### src/rtl/sad_engine.sv
module sad_engine #(
  parameter int DEPTH = 256,
  parameter int DW    = 8,
  parameter int SUM_W = 16,
  parameter int AW    = $clog2(DEPTH)
) (
  input  logic             clk,
  input  logic             rst,
  input  logic             start,
  output logic [AW-1:0]    mem_addr,
  input  logic [DW-1:0]    a_rdata,
  input  logic [DW-1:0]    b_rdata,
  output logic [SUM_W-1:0] sad,
  output logic             done
);
  localparam int IW = AW + 1;

  typedef enum logic [2:0] {S_IDLE, S_INIT, S_TEST, S_ACC, S_RES} st_t;
  st_t st, st_nx;

  logic [IW-1:0]    idx;
  logic [SUM_W-1:0] acc;
  logic [DW-1:0]    diff;
  logic             more;

  assign more     = idx < IW'(DEPTH);
  assign diff     = (a_rdata >= b_rdata) ? a_rdata - b_rdata : b_rdata - a_rdata;
  assign mem_addr = idx[AW-1:0];

  always_comb begin
    st_nx = st;
    unique case (st)
      S_IDLE: if (start) st_nx = S_INIT;
      S_INIT: st_nx = S_TEST;
      S_TEST: st_nx = more ? S_ACC : S_RES;
      S_ACC:  st_nx = S_TEST;
      S_RES:  st_nx = S_IDLE;
      default: st_nx = S_IDLE;
    endcase
  end

  always_ff @(posedge clk) begin
    if (rst) begin
      st   <= S_IDLE;
      idx  <= '0;
      acc  <= '0;
      sad  <= '0;
      done <= 1'b0;
    end else begin
      st   <= st_nx;
      done <= 1'b0;
      case (st)
        S_INIT: begin
          idx <= '0;
          acc <= '0;
        end
        S_ACC: begin
          acc <= acc + SUM_W'(diff);
          idx <= idx + 1'b1;
        end
        S_RES: begin
          sad  <= acc;
          done <= 1'b1;
        end
        default: ;
      endcase
    end
  end

  p_idle_wait_r2: assert property (@(posedge clk) disable iff (rst)
    (st == S_IDLE && !start) |=> (st == S_IDLE && !done));
  p_done_pulse_r5: assert property (@(posedge clk) disable iff (rst)
    done |=> !done);
  p_sad_hold_r5: assert property (@(posedge clk) disable iff (rst)
    !done |-> $stable(sad));
  p_idx_bound_r7: assert property (@(posedge clk) disable iff (rst)
    idx <= IW'(DEPTH));
  p_clear_r9: assert property (@(posedge clk) disable iff (rst)
    (st == S_INIT) |=> (idx == '0 && acc == '0));
  p_step_r10: assert property (@(posedge clk) disable iff (rst)
    (st == S_ACC) |=> (idx == $past(idx) + 1'b1));
  p_addr_hold_r10: assert property (@(posedge clk) disable iff (rst)
    (st == S_TEST) |=> $stable(mem_addr));
endmodule

### config.mk
export PLATFORM = sky130hd
export DESIGN_NAME = sad_engine
export DESIGN_NICKNAME = d
export VERILOG_FILES = /design/src/rtl/sad_engine.sv
export SDC_FILE = /design/constraint.sdc
export NUM_CORES = 1
export LEC_CHECK = 0
export BUFFER_PORTS_ARGS = -buffer_cell sky130_fd_sc_hd__buf_4
export CAP_MARGIN = 20
export CORE_ASPECT_RATIO = 0.75
export CORE_MARGIN = 4
export CORE_UTILIZATION = 55
export DETAILED_ROUTE_END_ITERATION = 12
export PLACE_DENSITY = 0.78
export SLEW_MARGIN = 20
export SYNTH_ARGS = -nofsm -noshare
export SYNTH_HDL_FRONTEND = slang
export SYNTH_SLANG_ARGS = --single-unit
export TNS_END_PERCENT = 5
### constraint.sdc
create_clock -name clk -period 4.5 [get_ports clk]
set_input_delay 0.45 -clock clk [delete_from_list [all_inputs] [get_ports clk]]
set_output_delay 0.45 -clock clk [all_outputs]
set_load 0.01 [all_outputs]
# [After elaboration in Yosys (flattened, before gate mapping)]
# Cells that the tools add are included.
[totals] regBits=45 inputBits=19
[classes] n_addsub=4 magnitude_cmp=2 n_eq_ne=5 mux=7 n_reduce_logical=3
[ops] op="case mux 16 bit (2 select lines)" n=1
[ops] op="case mux 9 bit (2 select lines)" n=1
[ops] op="adder 16 x 8 -> 16 bit" n=1
[ops] op="subtractor 8 bit" n=2
[ops] op="adder 9 x 1 -> 9 bit (second input constant)" n=1
[ops] op="< comparator 9 bit (second input constant)" n=1
[ops] op="case mux 3 bit (3 select lines)" n=1
[ops] op="greater-or-equal comparator 8 bit" n=1
[ops] op="two-way mux 8 bit" n=1
[ops] op="equality test 3 x 2 -> 1 bit (second input constant)" n=2
[ops] op="two-way mux 3 bit" n=2
[ops] op="equality test 3 x 1 -> 1 bit (second input constant)" n=1
[ops] op="equality test 3 bit (second input constant)" n=1
[ops] op="logical NOT 3 bit" n=1
[ops] op="inequality test 2 bit (second input constant)" n=1
[ops] op="nonzero test 2 bit" n=1
[ops] op="OR reduction 2 bit" n=1
[ops] op="two-way mux 1 bit" n=1

# [Logic depth before layout (Yosys ltp)]
# Gate-level depths: netlist (run 1).
[logic_depth] word_depth=4 mapped_depth=17

# [Worst setup path before layout (run 1)]
# Ideal clock, no wire load.
[synth_path] path_type="input -> register" startpoint="in a_rdata[0]" endpoint="reg acc[11]" setup_ns=0.132 arrival_time_ns=3.452 required_time_ns=4.368 setup_slack_ns=0.915 path_stages=16 n_path_buf=0 path_cell_list="inv_1 > ha_1 > inv_1 > fa_1 > nand3_1 > and3_4 > o21a_4 > mux2_2 > and2_1 > a211oi_1 > ha_1 > a21o_1 > o32a_1 > a31oi_1 > or3_1 > a21oi_1"
[synth_between] elab_chain_cells=4 word_cells_on_any_way=6 cone_classes="add/sub: 3; order compare: 1; mux: 2"
[synth_lines] element="from (decl)" line_no="11" rtl="input logic [DW-1:0] a_rdata,"
[synth_lines] element="subtractor 8 bit or greater-or-equal comparator 8 bit (tied branches)" line_no="27" rtl="assign diff = (a_rdata >= b_rdata) ? a_rdata - b_rdata : b_rdata - a_rdata;"
[synth_lines] element="two-way mux 8 bit (*)" line_no="27"
[synth_lines] element="adder 16 x 8 -> 16 bit (*)" line_no="58" rtl="acc <= acc + SUM_W'(diff);"
[synth_lines] element="case mux 16 bit (2 select lines) (*)" line_no="52" rtl="case (st)"
[synth_lines] element="to (signal assigned)" line_no="58"
[synth_lines] element="to (decl)" line_no="22" rtl="logic [SUM_W-1:0] acc;"
# Mark *: on every way between the ends. The rest lies on a longest branch, timed or not.
# A chain may end at the register's enable or synchronous reset.

# [Worst setup path in the final report (run 1)]
# Ends and elaborated chain as after synthesis.

==> impl_metrics.env, run 1 <==
export IMPL_synth_area_leaders="dfxtp_1 31%, ha_1 11%, a21oi_1 7.8%"
export IMPL_post_cts_repair_setup_buffers=0
export IMPL_synthMuxAreaShare_pct=1.99
export IMPL_antenna_left=0
export IMPL_gr_max_usage_layer="met2"
export IMPL_critical_path_endpoint_type="flop"
export IMPL_drv_cap=0
export IMPL_fill_cells=461
export IMPL_drtIter0Drc=152
export IMPL_drv_slew=0
export IMPL_dr_total_vias=2500
export IMPL_status="finished clean"
export IMPL_fin_setup_tns_ns=0
export IMPL_synth_xor_area_share_pct=5.16
export IMPL_dr_pass1_iters=4
export IMPL_cp_data_arrival_time_ns=4.02
export IMPL_placed_cell_area_um2=3160
export IMPL_finalInstanceArea_um2=3250
export IMPL_tightest_slew_ns=0.905
export IMPL_worstSetupStartpointType="primary input"
export IMPL_nets=434
export IMPL_grt_use_met3_pct=4.46
export IMPL_grt_pass1_wl_um=10300
export IMPL_holdCritPathClass="flop to flop"
export IMPL_cellPowerDensity_nw_per_um2=270
export IMPL_syn_nets=408
export IMPL_synth_top_area_share_pct=31.2
export IMPL_finClkSkew_ns=0.00605
export IMPL_finalHoldViolCount=0
export IMPL_postLayoutSetupSlackWorst_ns=0.718
export IMPL_synthCells=360
export IMPL_cts_sinks=45
export IMPL_dp_slack_ns=0.437
export IMPL_yosys_area_share_simple_pct=19.8
export IMPL_power_uw=878
export IMPL_use_met1_pct=27.4
export IMPL_synth_flop_cell="dfxtp_1"
export IMPL_grt_max_degree=38
export IMPL_max_slew_margin_rel_pct=39.5
export IMPL_antenna_found_initial=0
export IMPL_synth_top_family_by_area="compound AO/OA/AOI/OAI gates"
export IMPL_drive_above_1_share_pct=15.5
export IMPL_drc=0
export IMPL_ys_ff_latch=45
export IMPL_avgSynthCellArea_um2=8.01
export IMPL_cts_tree="yes"
export IMPL_synth_commonest_cells="50 x nand2_1, 45 x a21oi_1, 45 x dfxtp_1"
export IMPL_ys_seq_area_share_pct=31.2
export IMPL_leakagePower_nw=1.39
export IMPL_core_area_um2=4980
export IMPL_die_area_um2=6480
export IMPL_synth_edf_count=0
export IMPL_die_h_um=70.7
export IMPL_worstPathMaxFanout=8
export IMPL_max_freq_mhz=264
export IMPL_synth_most_common_cell="nand2_1"
export IMPL_wl_um=5900
export IMPL_async_reset_ff_share_pct=0
export IMPL_ctsHoldBuffers=0
export IMPL_grt_overflow=0
export IMPL_yosys_warnings=0
export IMPL_synth_area_um2=2890
export IMPL_clkTransAtPathRegs_ns=0.09
export IMPL_die_w_um=91.6
export IMPL_ys_types=53
export IMPL_clock_latency_ns=0.30
export IMPL_worstPathRequired_ns=4.74
export IMPL_setup_viol=0
export IMPL_use_met2_pct=28.3
export IMPL_root_buffer="clkbuf_8"
export IMPL_period_share_pct=84.0
export IMPL_clk_path_buf_depth=2
export IMPL_via_per_inst=5.45
export IMPL_synth_top_cell_by_area="dfxtp_1"
export IMPL_htree_levels=2
export IMPL_post_drt_wl_per_cell_um=12.9
export IMPL_synthToLayoutAreaGrowth_pct=12.6
export IMPL_dp_hpwl_um=4570
export IMPL_row_count=22
export IMPL_grt_pass1_vias=2273
export IMPL_port_buffers=43
export IMPL_synthAdderAreaFrac_pct=13.4
export IMPL_diodes=0
export IMPL_start_util_pct=57.9
export IMPL_place_congestion=0.846
export IMPL_grt_usage_pct=18.9
export IMPL_boundaryPins=44
export IMPL_vdd_drop_max_mv=0.233
export IMPL_fin_crit_ns=3.78
export IMPL_cts_repair_resize_count=0
export IMPL_timing_worst_setup_path_type="primary input to flop"
export IMPL_synth_compound_area_share_pct=20.2
export IMPL_cts_buffers=5
export IMPL_rsz0062_at_grt="false"
-- worst max-delay path, stage by stage --
cell      delay, ns
buf_4          0.11
inv_1          0.05
ha_1           0.14
inv_1          0.06
fa_1           0.38
nand3_1        0.10
and3_4         0.21
o21a_4         0.17
mux2_2         0.35
and2_1         0.15
a211oi_1       0.25
ha_1           0.33
a21o_1         0.21
nor3_1         0.12
o21ai_0        0.14
a31oi_1        0.47
o21ai_0        0.18
a21oi_1        0.14
-- final cells by class --
type,instances,area (µm²),share of cell area [%]
multi-input combinational,264,1740,53.7
sequential,45,901,27.7
timing repair buffer,43,323,9.93
inverter,27,101,3.12
tap,72,90.1,2.77
clock buffer,5,68.8,2.12
clock inverter,3,21.3,0.655
-- where the power goes --
part	internal (mW)	switching, mW	total (mW)
combinational	0.0927	0.120	0.213
clock	0.110	0.144	0.254
sequential	0.403	0.00770	0.410
total	0.606	0.272	0.878
-- layer usage --
metal  routed length [µm]  share of wire [%]
met4                   57               0.97
met5                    0                  0
met2                 2350                 40
met3                  489                8.3
met1                 3010                 51
-- per-stage QoR --
| step | std cells | utilization (%) | hold WS, ns |
|---|---|---|---|
| after floorplan | 360 | - | 0.437 |
| final | 459 | 65.2 | 0.458 |
| after CTS | 459 | 65.2 | 0.462 |
| after global placement | 451 | 63.4 | 0.442 |
| after detailed placement | 451 | 63.4 | 0.450 |
| after global routing | 459 | 65.2 | 0.488 |
-- cells by family after synthesis --
logic type | Yosys count
AOI/OAI and AO/OA | 91
and+or+nand+nor | 122
adders and majority gates | 29
xor gates and xnor gates | 17
buffers and inverters | 51
DFF | 45
muxes | 5
-- layout by cell type (no fill, tap or decap), drive strengths merged, types with 2 or more instances in the layout --
cell and count:
nand2 50, a21oi 45, dfxtp 45, buf 43, inv 28, ha 26
nor2 25, xnor2 12, a21o 11, nand3 10, nor3 10, o21ai 7
a22oi 6, xor2 5, clkbuf 5, nand4 4, or3 4, o21a 4
o21bai 3, nor4 3, fa 3, and3 3, mux2 3, a311oi 3
o211ai 2, and2 2, mux2i 2, nor2b 2, nand3b 2
-- path summary, 6_finish.rpt --
| check | start | endpoint | slack, ns | cells after the start |
|---|---|---|---|---|
| setup / recovery | a_rdata[0] | acc[11] | 0.72 | 18 |
| hold reg to reg | sad[11] | sad[11] | 0.46 | 2 |
| setup reg to reg | st[0] | acc[15] | 2.09 | 6 |
| hold / removal | sad[11] | sad[11] | 0.46 | 2 |
-- flip-flops by register name, summed over array words and instances, names as in the netlist --
register and cells:
acc 16, sad 16, idx 9, st 3, done 1
Note: power is estimated with default switching activity, not from simulation.
==> run 2: changes to the inputs <==
ABC_AREA = 1   (was unset)
CORE_UTILIZATION = 52   (was 55)
PLACE_DENSITY = 0.76   (was 0.78)
clock period = 3.08 ns   (was 4.5 ns; I/O delays follow)
==> run 2 against run 1 <==
Setup slack got worse by 0.45 ns; critical path type unchanged; critical endpoint is now acc[15]; clock power rose by 110%; clock-buffer cell count did not move; largest cell class unchanged.
==> impl_metrics.env, run 2 <==
export IMPL_fin_crit_ns=2.81
export IMPL_nets=562
export IMPL_cts_buffers=5
export IMPL_antenna_found_initial=0
export IMPL_synthCells=480
export IMPL_postLayoutSetupSlackWorst_ns=0.269
export IMPL_placed_cell_area_um2=3500
export IMPL_wl_um=7800
export IMPL_vdd_drop_max_mv=0.230
export IMPL_row_count=24
export IMPL_max_slew_margin_rel_pct=58.1
export IMPL_worstPathRequired_ns=3.27
export IMPL_dr_pass1_iters=5
export IMPL_drv_slew=0
export IMPL_drive_above_1_share_pct=13.8
export IMPL_grt_usage_pct=21.0
export IMPL_synthToLayoutAreaGrowth_pct=14.7
export IMPL_dpl_cell_count=585
export IMPL_critical_path_endpoint_type="flop"
export IMPL_ctsHoldBuffers=0
export IMPL_final_cell_mix="122 x nand2_1, 64 x inv_1, 58 x nor2_1"
export IMPL_worstPathMaxFanout=10
export IMPL_dp_hpwl_um=6160
export IMPL_synth_edf_count=0
export IMPL_async_reset_ff_share_pct=0
export IMPL_timing_rr_start="acc[0]"
export IMPL_fin_setup_tns_ns=0
export IMPL_holdCritPathClass="primary input to flop"
export IMPL_r2r_cells=9
export IMPL_synth_top_cell_by_area="dfxtp_1"
export IMPL_port_buffers=43
export IMPL_syn_nets=528
export IMPL_synth_area_leaders="dfxtp_1 28%, nand2_1 14%, ha_1 10%"
export IMPL_post_cts_repair_setup_buffers=0
export IMPL_fill_cells=542
export IMPL_clkTransAtPathRegs_ns=0.09
export IMPL_clock_latency_ns=0.30
export IMPL_via_per_inst=5.38
export IMPL_setup_viol=0
export IMPL_fin_cells=593
export IMPL_post_drt_wl_per_cell_um=13.2
export IMPL_ys_ff_latch=45
export IMPL_diodes=0
export IMPL_r2r_end="acc[12]"
export IMPL_multi_input_area_um2=1910
export IMPL_synth_flop_cell="dfxtp_1"
export IMPL_hold_path_startpoint="rst"
export IMPL_die_area_um2=7430
export IMPL_grt_pass1_wl_um=12600
export IMPL_max_freq_mhz=356
export IMPL_finClkSkew_ns=0.00663
export IMPL_power_mw=1.51
export IMPL_period_share_pct=91.3
export IMPL_cp_data_arrival_time_ns=3.01
export IMPL_synth_most_common_cell="nand2_1"
export IMPL_htree_levels=2
export IMPL_drc=0
export IMPL_die_w_um=98.2
export IMPL_status="finished clean"
export IMPL_worstSetupStartpointType="primary input"
export IMPL_avgSynthCellArea_um2=6.61
export IMPL_cts_sinks=45
export IMPL_drtIter0Drc=300
export IMPL_fin_worst_hold_slack_ns=0.314
export IMPL_cellPowerDensity_nw_per_um2=415
export IMPL_final_common_cell="nand2_1"
export IMPL_register_area_um2=901
export IMPL_cts_repair_resize_count=0
export IMPL_boundaryPins=44
export IMPL_timing_worst_setup_path_type="primary input to flop"
export IMPL_dr_total_vias=3188
export IMPL_rsz0062_at_grt="false"
export IMPL_ys_types=36
export IMPL_antenna_left=0
export IMPL_grt_pass1_vias=2744
export IMPL_drv_cap=0
export IMPL_cts_tree="yes"
export IMPL_grt_overflow=0
export IMPL_place_congestion=0.985
export IMPL_reg_top3="acc (16), sad (16), idx (9)"
export IMPL_yosys_warnings=0
export IMPL_postLayoutCoreUtil_pct=62.1
export IMPL_tightest_slew_ns=0.628
export IMPL_finalInstanceArea_um2=3640
export IMPL_core_area_um2=5860
export IMPL_die_h_um=75.7
export IMPL_synth_top_area_share_pct=28.4
export IMPL_reg2reg_slack_ns=1.16
export IMPL_clk_path_buf_depth=2
export IMPL_ys_seq_area_share_pct=28.4
export IMPL_synth_commonest_cells="122 x nand2_1, 64 x inv_1, 58 x nor2_1"
export IMPL_grt_max_degree=22
export IMPL_root_buffer="clkbuf_8"
export IMPL_leakagePower_nw=1.72
export IMPL_start_util_pct=54.2
export IMPL_dp_slack_ns=-0.0308
export IMPL_min_to="idx[4]"
export IMPL_min_delay_path_depth=2
export IMPL_synth_area_um2=3170
export IMPL_finalHoldViolCount=0
==> run 2: routing by layer <==
layer | GRT usage, % | part of all wire, %
met1 | 30.8 | 50
met5 | 0 | 0
met2 | 32.7 | 42
met3 | 4.67 | 7.4
met4 | 2.88 | 0.47
==> run 2: report_power, final <==
group / switching, mW / internal, mW / total (mW)
combinational: 0.248 / 0.134 / 0.382
clock: 0.209 / 0.327 / 0.536
sequential: 0.00621 / 0.587 / 0.594
total: 0.463 / 1.05 / 1.51
==> run 2: cells by family after synthesis <==
logic type	count (synthesis)	synth area share, %
AOI/OAI and AO/OA	77	14.1
xor gates and xnor gates	7	1.93
adders and majority gates	29	12.1
buffers and inverters	86	11.6
DFF	45	28.4
and+or+nand+nor	236	31.8
==> run 2: worst max-delay path by stage <==
stage	slack [ns]	endpoint	startpoint	cells after the start
final	0.27	acc[15]	a_rdata[0]	22
after global routing	0.03	acc[8]	a_rdata[0]	17
after CTS	0.27	acc[10]	a_rdata[0]	21
after detailed placement	-0.03	acc[14]	a_rdata[0]	20
after global placement	0.05	acc[15]	a_rdata[0]	22
after floorplan	0.40	acc[14]	a_rdata[0]	19
==> run 2: cell type report <==
| cell class | count | share of cell area [%] |
|---|---|---|
| flip-flops and latches | 45 | 24.8 |
| multi-input cells | 349 | 52.4 |
| well taps | 78 | 2.68 |
| inverters | 68 | 7.08 |
| clock buffers | 5 | 1.89 |
| repair buffers | 45 | 9.28 |
| clock inverters | 3 | 1.89 |
==> run 2: critical path, cell delays in order <==
cell and delay [ns]:
buf_4 0.11, inv_1 0.05, ha_1 0.16, inv_1 0.07
fa_1 0.42, nand3_1 0.09, nand2_1 0.10, o21ai_2 0.19
nand2_4 0.11, inv_4 0.10, nand2_1 0.06, nand2_1 0.08
inv_1 0.05, ha_1 0.33, nand2_1 0.15, inv_1 0.05
a21oi_1 0.17, nand2_1 0.11, nand2_1 0.08, nand2_1 0.05
a21oi_1 0.12, nor2_1 0.06
==> run 3: changes to the inputs <==
CORE_UTILIZATION = 55   (was 52)
PLACE_DENSITY = 0.77   (was 0.76)
clock period = 3.2 ns   (was 3.08 ns; I/O delays follow)
==> run 3 against run 2 <==
Critical path depth fell by 1; sequential share of layout area rose by 0.39 points; sequential power fell by 3.9%; die area fell by 4.9%; power fell by 13%; cell count fell by 0.67%; via count fell by 2.1%; utilization rose by 3.4 points; register-to-register slack improved by 0.17 ns; design area fell by 1.5%; critical path type unchanged; highest routed layer unchanged.
==> impl_metrics.env, run 3 (synthesized netlist as in run 2, its figures left out) <==
export IMPL_finClkSkew_ns=0.0101
export IMPL_fin_setup_tns_ns=0
export IMPL_antenna_left=0
export IMPL_cts_tree="yes"
export IMPL_status="finished clean"
export IMPL_critical_path_endpoint_type="flop"
export IMPL_drv_slew=0
export IMPL_clock_latency_ns=0.30
export IMPL_tightest_slew_ns=0.618
export IMPL_cellPowerDensity_nw_per_um2=365
export IMPL_placed_cell_area_um2=3490
export IMPL_postLayoutCoreUtil_pct=65.5
export IMPL_dr_total_vias=3121
export IMPL_timing_worst_setup_path_type="primary input to flop"
export IMPL_antenna_found_initial=0
export IMPL_crit_buf_inv=5
export IMPL_intPower_uw=869
export IMPL_hold_path_startpoint="rst"
export IMPL_worstPathRequired_ns=3.43
export IMPL_place_congestion=0.950
export IMPL_drv_cap=0
export IMPL_ctsHoldBuffers=0
export IMPL_row_count=23
export IMPL_p_clk_share_pct=28.3
export IMPL_period_share_pct=88.6
export IMPL_start_util_pct=58.0
export IMPL_grt_overflow=0
export IMPL_cts_buffers=5
export IMPL_final_common_cell="nand2_1"
export IMPL_post_drt_wl_per_cell_um=12.8
export IMPL_cts_sinks=45
export IMPL_vdd_drop_max_mv=0.254
export IMPL_timing_rr_start="acc[0]"
export IMPL_rsz0062_at_grt="false"
export IMPL_clk_path_buf_depth=2
export IMPL_setup_viol=0
export IMPL_grt_pass1_wl_um=12800
export IMPL_power_switching_uw=439
export IMPL_die_w_um=95.7
export IMPL_max_freq_mhz=353
export IMPL_drc=0
export IMPL_seqPwrFrac_pct=43.7
export IMPL_root_buffer="clkbuf_8"
export IMPL_leakagePower_nw=1.70
export IMPL_nets=561
export IMPL_final_cell_mix="122 x nand2_1, 64 x inv_1, 58 x nor2_1"
export IMPL_power_mw=1.31
export IMPL_dr_pass1_iters=5
export IMPL_min_to="idx[4]"
export IMPL_reg_top3="acc (16), sad (16), idx (9)"
export IMPL_reg2reg_slack_ns=1.33
export IMPL_boundaryPins=44
export IMPL_worstPathMaxFanout=10
export IMPL_cpPeakStageDelay_ns=0.42
export IMPL_cp_slowest_cell="fa_1"
export IMPL_max_slew_margin_rel_pct=58.8
export IMPL_die_h_um=73.8
export IMPL_htree_levels=2
export IMPL_grt_pass1_vias=2744
export IMPL_drive_above_1_share_pct=13.4
export IMPL_clkTransAtPathRegs_ns=0.09
export IMPL_cp_data_arrival_time_ns=3.06
export IMPL_holdCritPathClass="primary input to flop"
export IMPL_grt_max_degree=22
export IMPL_die_area_um2=7060
export IMPL_fin_crit_ns=2.83
export IMPL_r2r_end="acc[8]"
export IMPL_finalHoldViolCount=0
export IMPL_crit_family="simple AND/OR/NAND/NOR gates"
export IMPL_finalInstanceArea_um2=3580
export IMPL_p_sw_share_pct=33.5
export IMPL_port_buffers=43
export IMPL_drtIter0Drc=287
export IMPL_grt_usage_pct=22.7
export IMPL_path_cells="buf_4 -> inv_1 -> ha_1 -> inv_1 -> fa_1 -> nand3_1 -> nand2_1 -> o21ai_2 -> nand2_4 -> inv_4 -> nand2_1 -> nand2_1 -> inv_1 -> ha_1 -> nand2_1 -> nand2_1 -> o21bai_1 -> nand2_1 -> nand2_1 -> nand3b_1 -> a21oi_1"
export IMPL_post_cts_repair_setup_buffers=0
export IMPL_core_area_um2=5470
export IMPL_diodes=0
export IMPL_synthToLayoutAreaGrowth_pct=12.9
export IMPL_via_per_inst=5.30
export IMPL_cts_repair_resize_count=0
export IMPL_crit_top_cell="nand2_1"
export IMPL_dp_hpwl_um=6090
export IMPL_min_delay_path_depth=2
export IMPL_power_frac_comb_pct=28.1
export IMPL_r2r_cells=8
export IMPL_worstSetupStartpointType="primary input"
export IMPL_wl_um=7550
==> run 3: worst max-delay path by stage <==
stage | startpoint | to | slack [ns] | cells past startpoint
after detailed placement | a_rdata[0] | acc[14] | 0.09 | 20
after CTS | a_rdata[0] | acc[10] | 0.40 | 21
after floorplan | a_rdata[0] | acc[14] | 0.51 | 19
final | a_rdata[0] | acc[8] | 0.37 | 21
after global routing | a_rdata[0] | acc[10] | 0.02 | 21
after global placement | a_rdata[0] | acc[14] | 0.17 | 20
==> run 3: power groups by stage <==
stage / sequential (mW) / clock (mW) / combinational [mW]
after floorplan: 0.582 / 0 / 0.271
after global placement: 0.584 / 0 / 0.349
after detailed placement: 0.584 / 0 / 0.358
after CTS: 0.571 / 0.377 / 0.360
after global routing: 0.572 / 0.403 / 0.411
final: 0.571 / 0.369 / 0.367
==> run 3: stage by stage <==
stage	setup slack, ns	instances	hold slack [ns]
floorplan	0.513	480	0.452
global placement	0.168	581	0.467
detailed placement	0.0924	581	0.472
CTS	0.396	589	0.332
global route	0.0235	589	0.342
finish	0.366	589	0.340
==> run 3: per-layer routing <==
layer  vias to the layer above  routed length [µm]  GRT usage, %
met3                         9                 548          4.71
met5                         -                   0             0
met1                      1416                3840          35.7
met4                         0                  55          3.15
met2                       110                3110          32.2
li1                       1586                   -             -
==> run 3: cell type report <==
class,instances,area (µm²)
Inverter,68,258
Clock inverter,2,13.8
Timing Repair Buffer,44,330
Tap cell,75,93.8
Multi-Input combinational cell,349,1900
Fill cell,512,1890
Sequential cell,45,901
Clock buffer,6,82.6
